$ cat src/rtl/pig_pkg.sv
package pig_pkg;
  localparam int unsigned LANES = 2;

  typedef enum logic [1:0] {
    TAKE_NONE  = 2'd0,
    TAKE_OLDER = 2'd1,
    TAKE_BOTH  = 2'd2
  } take_e;
endpackage

$ cat src/rtl/pig_pair_check.sv
module pig_pair_check #(
  parameter int unsigned RAW = 5
) (
  input  logic              issue_en,
  input  logic              s0_valid,
  input  logic              s0_branch,
  input  logic              s0_pred_taken,
  input  logic [RAW-1:0]    s0_rd,
  input  logic              s1_valid,
  input  logic              s1_branch,
  input  logic              s1_pred_taken,
  input  logic [RAW-1:0]    s1_rs1,
  input  logic [RAW-1:0]    s1_rs2,
  output logic              take0,
  output logic              take1,
  output pig_pkg::take_e    take,
  output logic              issued_br,
  output logic              issued_taken
);
  import pig_pkg::*;

  logic writes_live;
  logic raw_hit;

  // Both slots are judged in parallel; register zero never links them.
  always_comb begin
    writes_live  = (s0_rd != '0);
    raw_hit      = writes_live && ((s1_rs1 == s0_rd) || (s1_rs2 == s0_rd));
    take0        = issue_en && s0_valid;
    take1        = take0 && s1_valid && !s0_branch && !raw_hit;
    issued_br    = (take0 && s0_branch) || (take1 && s1_branch);
    issued_taken = (take0 && s0_branch && s0_pred_taken) ||
                   (take1 && s1_branch && s1_pred_taken);
    if (take1)      take = TAKE_BOTH;
    else if (take0) take = TAKE_OLDER;
    else            take = TAKE_NONE;
  end
endmodule

$ cat src/rtl/pig_hold_stage.sv
module pig_hold_stage #(
  parameter int unsigned PW = 23
) (
  input  logic                                   clk,
  input  logic                                   rst,
  input  logic                                   stall_i,
  input  logic                                   resolve_i,
  input  logic                                   mispredict_i,
  input  logic                                   pend_q,
  input  logic [pig_pkg::LANES-1:0]              take,
  input  logic [pig_pkg::LANES-1:0]              br_in,
  input  logic [pig_pkg::LANES-1:0][PW-1:0]      pay_in,
  output logic [pig_pkg::LANES-1:0]              disp_v,
  output logic [pig_pkg::LANES-1:0]              disp_br,
  output logic [pig_pkg::LANES-1:0][PW-1:0]      disp_pay,
  output logic                                   hold_busy,
  output logic                                   held_branch
);
  import pig_pkg::*;

  logic [LANES-1:0]         v_q;
  logic [LANES-1:0]         w_q;
  logic [LANES-1:0]         b_q;
  logic [LANES-1:0][PW-1:0] p_q;

  assign hold_busy   = pend_q && |(v_q & w_q);
  assign held_branch = |(v_q & w_q & b_q);
  assign disp_v      = v_q & ~w_q;
  assign disp_br     = b_q;
  assign disp_pay    = p_q;

  for (genvar g = 0; g < LANES; g++) begin : g_lane
    always_ff @(posedge clk) begin
      if (rst) begin
        v_q[g] <= 1'b0;
        w_q[g] <= 1'b0;
      end else if (!stall_i && !hold_busy) begin
        v_q[g] <= take[g];
        w_q[g] <= pend_q;
      end else if (resolve_i && v_q[g] && w_q[g]) begin
        if (mispredict_i) v_q[g] <= 1'b0;
        else              w_q[g] <= 1'b0;
      end
    end

    // Payload needs no reset: it is only observed under a valid flag.
    always_ff @(posedge clk) begin
      if (!stall_i && !hold_busy) begin
        p_q[g] <= pay_in[g];
        b_q[g] <= br_in[g];
      end
    end
  end
endmodule

$ cat src/rtl/pig_branch_ctrl.sv
module pig_branch_ctrl #(
  parameter int unsigned AW = 16
) (
  input  logic          clk,
  input  logic          rst,
  input  logic          adv,
  input  logic          issue_en,
  input  logic          resolve_i,
  input  logic          mispredict_i,
  input  logic [AW-1:0] resolve_addr_i,
  input  logic          issued_br,
  input  logic          issued_taken,
  input  logic          held_branch,
  output logic          pend_q,
  output logic          bubble_q,
  output logic          redir_q,
  output logic [AW-1:0] redir_addr_q
);
  always_ff @(posedge clk) begin
    if (rst) begin
      pend_q   <= 1'b0;
      bubble_q <= 1'b0;
      redir_q  <= 1'b0;
    end else begin
      if (resolve_i)                  pend_q <= !mispredict_i && held_branch;
      else if (issue_en && issued_br) pend_q <= 1'b1;

      if (resolve_i && mispredict_i)  bubble_q <= 1'b0;
      else if (adv)                   bubble_q <= issue_en && issued_taken;

      redir_q <= resolve_i && mispredict_i;
    end
  end

  always_ff @(posedge clk) begin
    if (resolve_i) redir_addr_q <= resolve_addr_i;
  end
endmodule

$ cat src/rtl/pair_issue_gate.sv
module pair_issue_gate #(
  parameter int unsigned RAW = 5,
  parameter int unsigned TW  = 8,
  parameter int unsigned AW  = 16
) (
  input  logic           clk,
  input  logic           rst,
  input  logic           stall_i,
  input  logic           s0_valid_i,
  input  logic           s0_branch_i,
  input  logic           s0_pred_taken_i,
  input  logic [RAW-1:0] s0_rd_i,
  input  logic [RAW-1:0] s0_rs1_i,
  input  logic [RAW-1:0] s0_rs2_i,
  input  logic [TW-1:0]  s0_tag_i,
  input  logic           s1_valid_i,
  input  logic           s1_branch_i,
  input  logic           s1_pred_taken_i,
  input  logic [RAW-1:0] s1_rd_i,
  input  logic [RAW-1:0] s1_rs1_i,
  input  logic [RAW-1:0] s1_rs2_i,
  input  logic [TW-1:0]  s1_tag_i,
  input  logic           resolve_i,
  input  logic           resolve_mispredict_i,
  input  logic [AW-1:0]  resolve_addr_i,
  output logic [1:0]     consume_o,
  output logic           d0_valid_o,
  output logic           d0_branch_o,
  output logic [RAW-1:0] d0_rd_o,
  output logic [RAW-1:0] d0_rs1_o,
  output logic [RAW-1:0] d0_rs2_o,
  output logic [TW-1:0]  d0_tag_o,
  output logic           d1_valid_o,
  output logic           d1_branch_o,
  output logic [RAW-1:0] d1_rd_o,
  output logic [RAW-1:0] d1_rs1_o,
  output logic [RAW-1:0] d1_rs2_o,
  output logic [TW-1:0]  d1_tag_o,
  output logic           redirect_valid_o,
  output logic [AW-1:0]  redirect_addr_o
);
  import pig_pkg::*;

  localparam int unsigned PW = 3 * RAW + TW;

  logic                      adv;
  logic                      issue_en;
  logic                      take0;
  logic                      take1;
  take_e                     take_w;
  logic                      issued_br;
  logic                      issued_taken;
  logic                      pend_q;
  logic                      bubble_q;
  logic                      redir_q;
  logic                      hold_busy;
  logic                      held_branch;
  logic [LANES-1:0]          disp_v;
  logic [LANES-1:0]          disp_br;
  logic [LANES-1:0][PW-1:0]  pay_in;
  logic [LANES-1:0][PW-1:0]  disp_pay;

  // An issue slot exists only when nothing downstream or in the branch path blocks it.
  assign adv      = !stall_i && !hold_busy && !resolve_i && !redir_q;
  assign issue_en = adv && !bubble_q;

  pig_pair_check #(.RAW(RAW)) pair_i (
    .issue_en      (issue_en),
    .s0_valid      (s0_valid_i),
    .s0_branch     (s0_branch_i),
    .s0_pred_taken (s0_pred_taken_i),
    .s0_rd         (s0_rd_i),
    .s1_valid      (s1_valid_i),
    .s1_branch     (s1_branch_i),
    .s1_pred_taken (s1_pred_taken_i),
    .s1_rs1        (s1_rs1_i),
    .s1_rs2        (s1_rs2_i),
    .take0         (take0),
    .take1         (take1),
    .take          (take_w),
    .issued_br     (issued_br),
    .issued_taken  (issued_taken)
  );

  assign pay_in[0] = {s0_rd_i, s0_rs1_i, s0_rs2_i, s0_tag_i};
  assign pay_in[1] = {s1_rd_i, s1_rs1_i, s1_rs2_i, s1_tag_i};

  pig_hold_stage #(.PW(PW)) hold_i (
    .clk          (clk),
    .rst          (rst),
    .stall_i      (stall_i),
    .resolve_i    (resolve_i),
    .mispredict_i (resolve_mispredict_i),
    .pend_q       (pend_q),
    .take         ({take1, take0}),
    .br_in        ({s1_branch_i, s0_branch_i}),
    .pay_in       (pay_in),
    .disp_v       (disp_v),
    .disp_br      (disp_br),
    .disp_pay     (disp_pay),
    .hold_busy    (hold_busy),
    .held_branch  (held_branch)
  );

  pig_branch_ctrl #(.AW(AW)) brc_i (
    .clk            (clk),
    .rst            (rst),
    .adv            (adv),
    .issue_en       (issue_en),
    .resolve_i      (resolve_i),
    .mispredict_i   (resolve_mispredict_i),
    .resolve_addr_i (resolve_addr_i),
    .issued_br      (issued_br),
    .issued_taken   (issued_taken),
    .held_branch    (held_branch),
    .pend_q         (pend_q),
    .bubble_q       (bubble_q),
    .redir_q        (redir_q),
    .redir_addr_q   (redirect_addr_o)
  );

  assign consume_o        = take_w;
  assign redirect_valid_o = redir_q;
  assign d0_valid_o       = disp_v[0];
  assign d1_valid_o       = disp_v[1];
  assign d0_branch_o      = disp_br[0];
  assign d1_branch_o      = disp_br[1];
  assign {d0_rd_o, d0_rs1_o, d0_rs2_o, d0_tag_o} = disp_pay[0];
  assign {d1_rd_o, d1_rs1_o, d1_rs2_o, d1_tag_o} = disp_pay[1];
endmodule

$ cat config.mk
export PLATFORM = sky130hd
export DESIGN_NAME = pair_issue_gate
export DESIGN_NICKNAME = d
export VERILOG_FILES = /design/src/rtl/pig_pkg.sv /design/src/rtl/pig_pair_check.sv /design/src/rtl/pig_hold_stage.sv /design/src/rtl/pig_branch_ctrl.sv /design/src/rtl/pair_issue_gate.sv
export SDC_FILE = /design/constraint.sdc
export NUM_CORES = 1
export LEC_CHECK = 0
export ABC_AREA = 0
export CORE_ASPECT_RATIO = 0.75
export CORE_MARGIN = 2
export CORE_UTILIZATION = 38
export DETAILED_ROUTE_END_ITERATION = 10
export MAX_ROUTING_LAYER = met4
export PLACE_DENSITY = 0.81
export SLEW_MARGIN = 20
export SYNTH_ARGS = -nofsm -noshare
export SYNTH_HDL_FRONTEND = slang
export SYNTH_SLANG_ARGS = --single-unit
$ cat constraint.sdc
create_clock -name clk -period 2.44 [get_ports clk]
set_input_delay 0.61 -clock clk [delete_from_list [all_inputs] [get_ports clk]]
set_output_delay 0.61 -clock clk [all_outputs]
set_load 0.03 [all_outputs]
Yosys cells after proc, flatten, opt, wreduce, memory -nomap -nowiden:

Cells that the tools add are included.

* bits of input ports: 73
* memory bits (read-only): 0
* bits in writable memories: 0
* bits in registers: 71
* memories: 0
* bits in latches: 0

* $mul: 0
* order comparisons: 0
* bitwise operators: 4
* div/mod/pow operators: 0
* shift operators: 0
* mux-type cells: 14
* reductions and logical operators: 45
* equality and inequality tests: 3
* add/sub/neg operators: 0

Operators by type and width (count)
* $logic_and A1 B1 Y1: 22
* $mux W1: 13
* $eq A5 B5 Y1: 2
* $logic_not A1 Y1: 8
* $reduce_and A2 Y1: 4
* $reduce_bool A2 Y1: 4
* $and A2 B2 Y2: 3
* $reduce_or A2 Y1: 3
* $reduce_bool A5 Y1: 1
* $logic_or A1 B1 Y1: 3
* $mux W2: 1
* $ne A2 B1 Y1 const B: 1
* $not A2 Y2: 1

Logic depth before layout (Yosys ltp):

* depth after elaboration: 17
* mapped depth: 7

Cells and area by module:

A second synthesis with hierarchy kept.

* cell total of the unflattened synthesis: 138
* area, all modules: 2511.2 µm²

By module, submodules not included
* pig_hold_stage: cells each 78, sequential area each 1521.5 µm², instances 1, area each 1696.6 µm²
* pig_branch_ctrl: cells each 28, sequential area each 540.5 µm², instances 1, area each 590.6 µm²
* pig_pair_check: cells each 30, sequential area each 0.0 µm², instances 1, area each 205.2 µm²
* pair_issue_gate: cells each 2, sequential area each 0.0 µm², instances 1, area each 18.8 µm²

Worst setup path before layout:

OpenSTA, ideal clock, no wires.

* path kind: input port to output port
* from: input s0_rd_i[0]
* to: output consume_o[1]
* stages on the path: 5
* arrival time: 1.633 ns
* path slack: 0.197 ns
* data required time: 1.830 ns
* cells stage by stage: or4_4 nor2_2 a21oi_2 nor3_1 buf_4

* word-level cells in the longest chain between the ends: 6
* elaborated cells between the ends (all ways): 8
* classes of those cells: eq/ne (2); mux (1); reduce/logical (5)

Ends and longest elaborated chain
* start, declared: RTL line pair_issue_gate.sv:12 `input logic [RAW-1:0] s0_rd_i,`
* $eq A5 B5 Y1: RTL line pig_pair_check.sv:28 `raw_hit = writes_live && ((s1_rs1 == s0_rd) || (s1_rs2 == s0_rd));`
* $logic_or A1 B1 Y1: RTL line pig_pair_check.sv:28
* $logic_and A1 B1 Y1 *: RTL line pig_pair_check.sv:28
* $logic_not A1 Y1 *: RTL line pig_pair_check.sv:30 `take1 = take0 && s1_valid && !s0_branch && !raw_hit;`
* $logic_and A1 B1 Y1 *: RTL line pig_pair_check.sv:30
* named net pair_i.take1: RTL line pig_pair_check.sv:15 `output logic take1,`
* $mux W2 *: RTL line pig_pair_check.sv:34 `if (take1) take = TAKE_BOTH;`
* end, declared: RTL line pair_issue_gate.sv:26 `output logic [1:0] consume_o,`

Mark *: on every way through the listed nets, which the timed path passes. The rest lies on a longest branch.

Final worst setup path:

* from: input stall_i
* to: output consume_o[0]

* word-level cells in the longest chain between the ends: 10
* elaborated cells between the ends (all ways): 11
* classes of those cells: mux (2); reduce/logical (9)

Ends and longest elaborated chain
* start, declared: RTL line pair_issue_gate.sv:8 `input logic stall_i,`
* $logic_not A1 Y1 *: RTL line pair_issue_gate.sv:64 `assign adv = !stall_i && !hold_busy && !resolve_i && !redir_q;`
* $logic_and A1 B1 Y1 * (3 in series): RTL line pair_issue_gate.sv:64
* $logic_and A1 B1 Y1 *: RTL line pair_issue_gate.sv:65 `assign issue_en = adv && !bubble_q;`
* $logic_and A1 B1 Y1 *: RTL line pig_pair_check.sv:29 `take0 = issue_en && s0_valid;`
* $logic_and A1 B1 Y1 (3 in series): RTL line pig_pair_check.sv:30
* $mux W2 *: RTL line pig_pair_check.sv:34

Every way passes the cells marked *; elsewhere a longest branch is shown, timed or not.

==> impl_summary.md <==
Detailed routing
For this block, the routed nets add up to a little over 6 mm of wire. The first-iteration detailed-routing DRC count is 52. The number of search-and-repair iterations in the first detailed-routing pass is 4. The final routed DRC violation total is 0. The number of vias after detailed routing is ~1800. The via-per-instance ratio is roughly 4.7. Dividing the detail-routed wire length by the instance count gives roughly 16 um.

Once detail routing completed, the nets flagged for antenna violations numbered 0.

Clock network
The clock transition at the registers of the reported paths is 70 ps. The later-pin clock latency in the skew report is ~340 ps. The depth of the CTS H-tree is 3. The number of buffers on the longest clock path is 2. CTS saw 71 sinks. The number of buffers added to fix hold violations after cts is 0. The clock tree from TritonCTS is done. The root buffer cell is sky130_fd_sc_hd__clkbuf_8.

The number of CTS-inserted buffers is 9.

Hold path
The kind of path behind the tightest hold check is in2reg. The startpoint identified for the worst hold timing path is s1_rs2_i[3].

Placement
The port buffer count is ~140. The congestion estimate from routability-driven global placement came to ~0.8. Counting tap cells, the placed design contains a total of approximately 370 instances. After legalization and detailed placement, the total HPWL measured ~4.8 mm.

The standard cell area after detailed placement is between 4000 and 5000 um2.

Layout
The finished cells cover between 4000 and 5000 um2. Leaving out fill and tap cells, the most frequent cell in the layout is sky130_fd_sc_hd__clkdlybuf4s50_1. The area growth from synthesis to layout is 73.5%. The count of cells in the finished layout, fillers not included, comes to 388.

The final net count is 375. 0 antenna diodes ended up in the layout. Cells with a size suffix above 1 make up roughly 17% of the layout.

In the layout the commonest cells are sky130_fd_sc_hd__clkdlybuf4s50_1 (123), sky130_fd_sc_hd__edfxtp_1 (64), sky130_fd_sc_hd__buf_4 (15). The layout has approximately 470 filler cells.

GRT
In the global route stage, overall resource usage came out at between 10% and 20%. The via count of the first global-routing pass is roughly 1800. The initial antenna violation count came to 0. The global-route wire length before repair is approximately 9.6 mm. The aggregate global routing overflow is 0.

Entering global routing, the biggest net connects 38 pins.

Floorplanning
In this run the standard cell core region covers approximately 6300 um2. The effective utilization at floorplan is between 30% and 40%. The number of standard-cell rows in the floorplan is 25.

The area of the die is 7240 um2. The chip height is 74.2 um. From left edge to right edge, the die measures roughly 100 um. 142 I/O pins were placed.

Setup path
The capturing element of the worst setup path is consume_o[0]. The start of the worst register-to-register path is hold_i.w_q[1]. STA classifies the critical path endpoint as a primary output. The start point of the critical path is stall_i. The worst endpoint data arrival time is ~1800 ps.

The launching element type of the critical path is a primary input. At the worst endpoint, the required time is about 1800 ps. The critical path in this run is classified as in2out. For the worst flop-to-flop path, the logic depth is 5. Setup slack on the worst reg-to-reg path comes out at a little over 800 ps. The endpoint identified for the worst register-to-register timing path is hold_i.disp_pay[4].

The highest fanout seen on the critical path is 3.

Synth
The dominant cell type by area after synthesis is sky130_fd_sc_hd__edfxtp_1. The combined area of all synthesized cells is 2500 um2. For this run, the number of Yosys warnings is 0. After synthesis, the mean cell area works out to 18.1 um2.

The number of synthesized flops with an enable pin is between 60 and 70. The synthesized design devotes to its leading area cell type about three quarters of total area. The post-synthesis register bit count is between 70 and 80.

The most used flip-flop cell after synthesis is sky130_fd_sc_hd__edfxtp_1. The share of synthesized flip-flops with an asynchronous set or reset is 0%. The part of the Yosys area used for sequential elements is between 80% and 90%.

Synthesis produced a netlist with a net count of between 200 and 250. The number of instances in the synthesized netlist is between 100 and 150. Sorting the synthesized cells by area gives the leading types as sky130_fd_sc_hd__edfxtp_1 (77%), sky130_fd_sc_hd__dfxtp_1 (5.6%), sky130_fd_sc_hd__xor2_1 (2.1%). The count of distinct cell types in the synthesized netlist is 33.

STA
For the final database, setup skew stands at 7.52 ps. The number of endpoints with negative hold slack in the final report was 0. The worst hold slack is approximately 480 ps. Setup repair after global routing could not meet its margin everywhere. Measured against its own limit, the worst slew margin works out to approximately three quarters. In the final timing run, aggregate negative setup slack is 0 ps. The pin slew with the least headroom to its limit is 354 ps. The maximum frequency from static timing analysis is around 420 MHz. Setup violations remaining at the end of the flow were counted as 0.

The shortest period the worst path allows is 2410 ps. The number of slew-limit violations in the final report is 0. The part of the cycle the worst path needs is 98.6%.

Run status
The flow ran to the end, and the final reports show no timing, DRC or antenna violations.

Power and ir drop
The power consumption is 3040 uW. IR analysis of the VDD net gives a maximum drop of roughly 0.37 mV. For this design the static power due to leakage is ~0.0016 uW. The power per unit of standard cell area is roughly 700 nW/um2.

Run
The count of maximum capacitance violations is 0.
[cells by family (layout without fill, tap and decap cells)]
family / after synthesis / in the layout / share of synthesized area, %
simple gates: 36 / 36 / 8.17
buf+inv: 6 / 175 / 1.35
xor+xnor: 10 / 10 / 3.51
flops: 71 / 71 / 82.6
compound gates: 15 / 15 / 4.36
[worst max-delay path, cell delays in order]
cell and delay, ps:
sky130_fd_sc_hd__clkdlybuf4s50_1 440, sky130_fd_sc_hd__a21o_1 220, sky130_fd_sc_hd__nor3b_4 230, sky130_fd_sc_hd__o21a_1 170, sky130_fd_sc_hd__buf_6 130
[per-layer routing]
metal / wire [um] / vias to the layer above / track usage [%]
li1: - / 853 / -
met1: 2490 / 853 / 21.5
met2: 3100 / 103 / 29.7
met3: 537 / 9 / 6.86
met4: 90 / 0 / 6.94
met5: 0 / - / -
[synthesized netlist by cell type (all sizes together), types with 2 or more instances]
cell and instances:
a21oi 5, dfxtp 7, nor3 4, buf 2
edfxtp 64, nor3b 2, xor2 6, nand2 7
nand3 11, nor2b 3, o31ai 2, nor2 5
o21ai 2, inv 3, xnor2 4
[flip-flops by register name, indices dropped and copies added, names as in the netlist]
register,cells
hold_i.v_q,2
brc_i.redir_addr_q,16
hold_i.disp_br,2
hold_i.w_q,2
brc_i.pend_q,1
brc_i.redir_q,1
hold_i.disp_pay,46
brc_i.bubble_q,1
[power breakdown]
part	total, uW	switching [uW]	internal, uW
combinational	559	291	269
clock	1030	443	583
sequential	1450	28.0	1420
total	3040	762	2270
[stage by stage]
step,setup slack (ps),util [%]
2_1_floorplan,197,-
3_3_place_gp,-327,64.9
3_5_place_dp,-337,64.9
4_1_cts,0.518,68.5
5_1_grt,-1.63,68.5
6_report,33.2,68.5
[cell type report]
| type | instances | area (um2) | share of cell area [%] |
|---|---|---|---|
| inverter | 3 | 11.3 | 0.260 |
| clock buffer | 10 | 128 | 2.95 |
| sequential | 71 | 2060 | 47.6 |
| tap | 81 | 101 | 2.34 |
| multi-input combinational | 61 | 440 | 10.2 |
| timing repair buffer | 156 | 1490 | 34.5 |
| clock inverter | 6 | 93.8 | 2.17 |
[worst min path at each step]
stage | to | slack (ps) | cells past startpoint
CTS | hold_i.disp_pay[20] | 500 | 1
floorplan | hold_i.w_q[0] | 460 | 2
global route | hold_i.disp_pay[32] | 460 | 1
global placement | brc_i.pend_q | 500 | 2
finish | hold_i.disp_pay[34] | 480 | 1
detailed placement | hold_i.w_q[0] | 500 | 2
[what timing repair did]
action / CTS / global route
buffers inserted: 0 / 1
resized for setup: 33 / 13
pin swaps: 10 / 8
setup endpoints to repair: 2 / 2
Power figures use the tool's default switching activity.
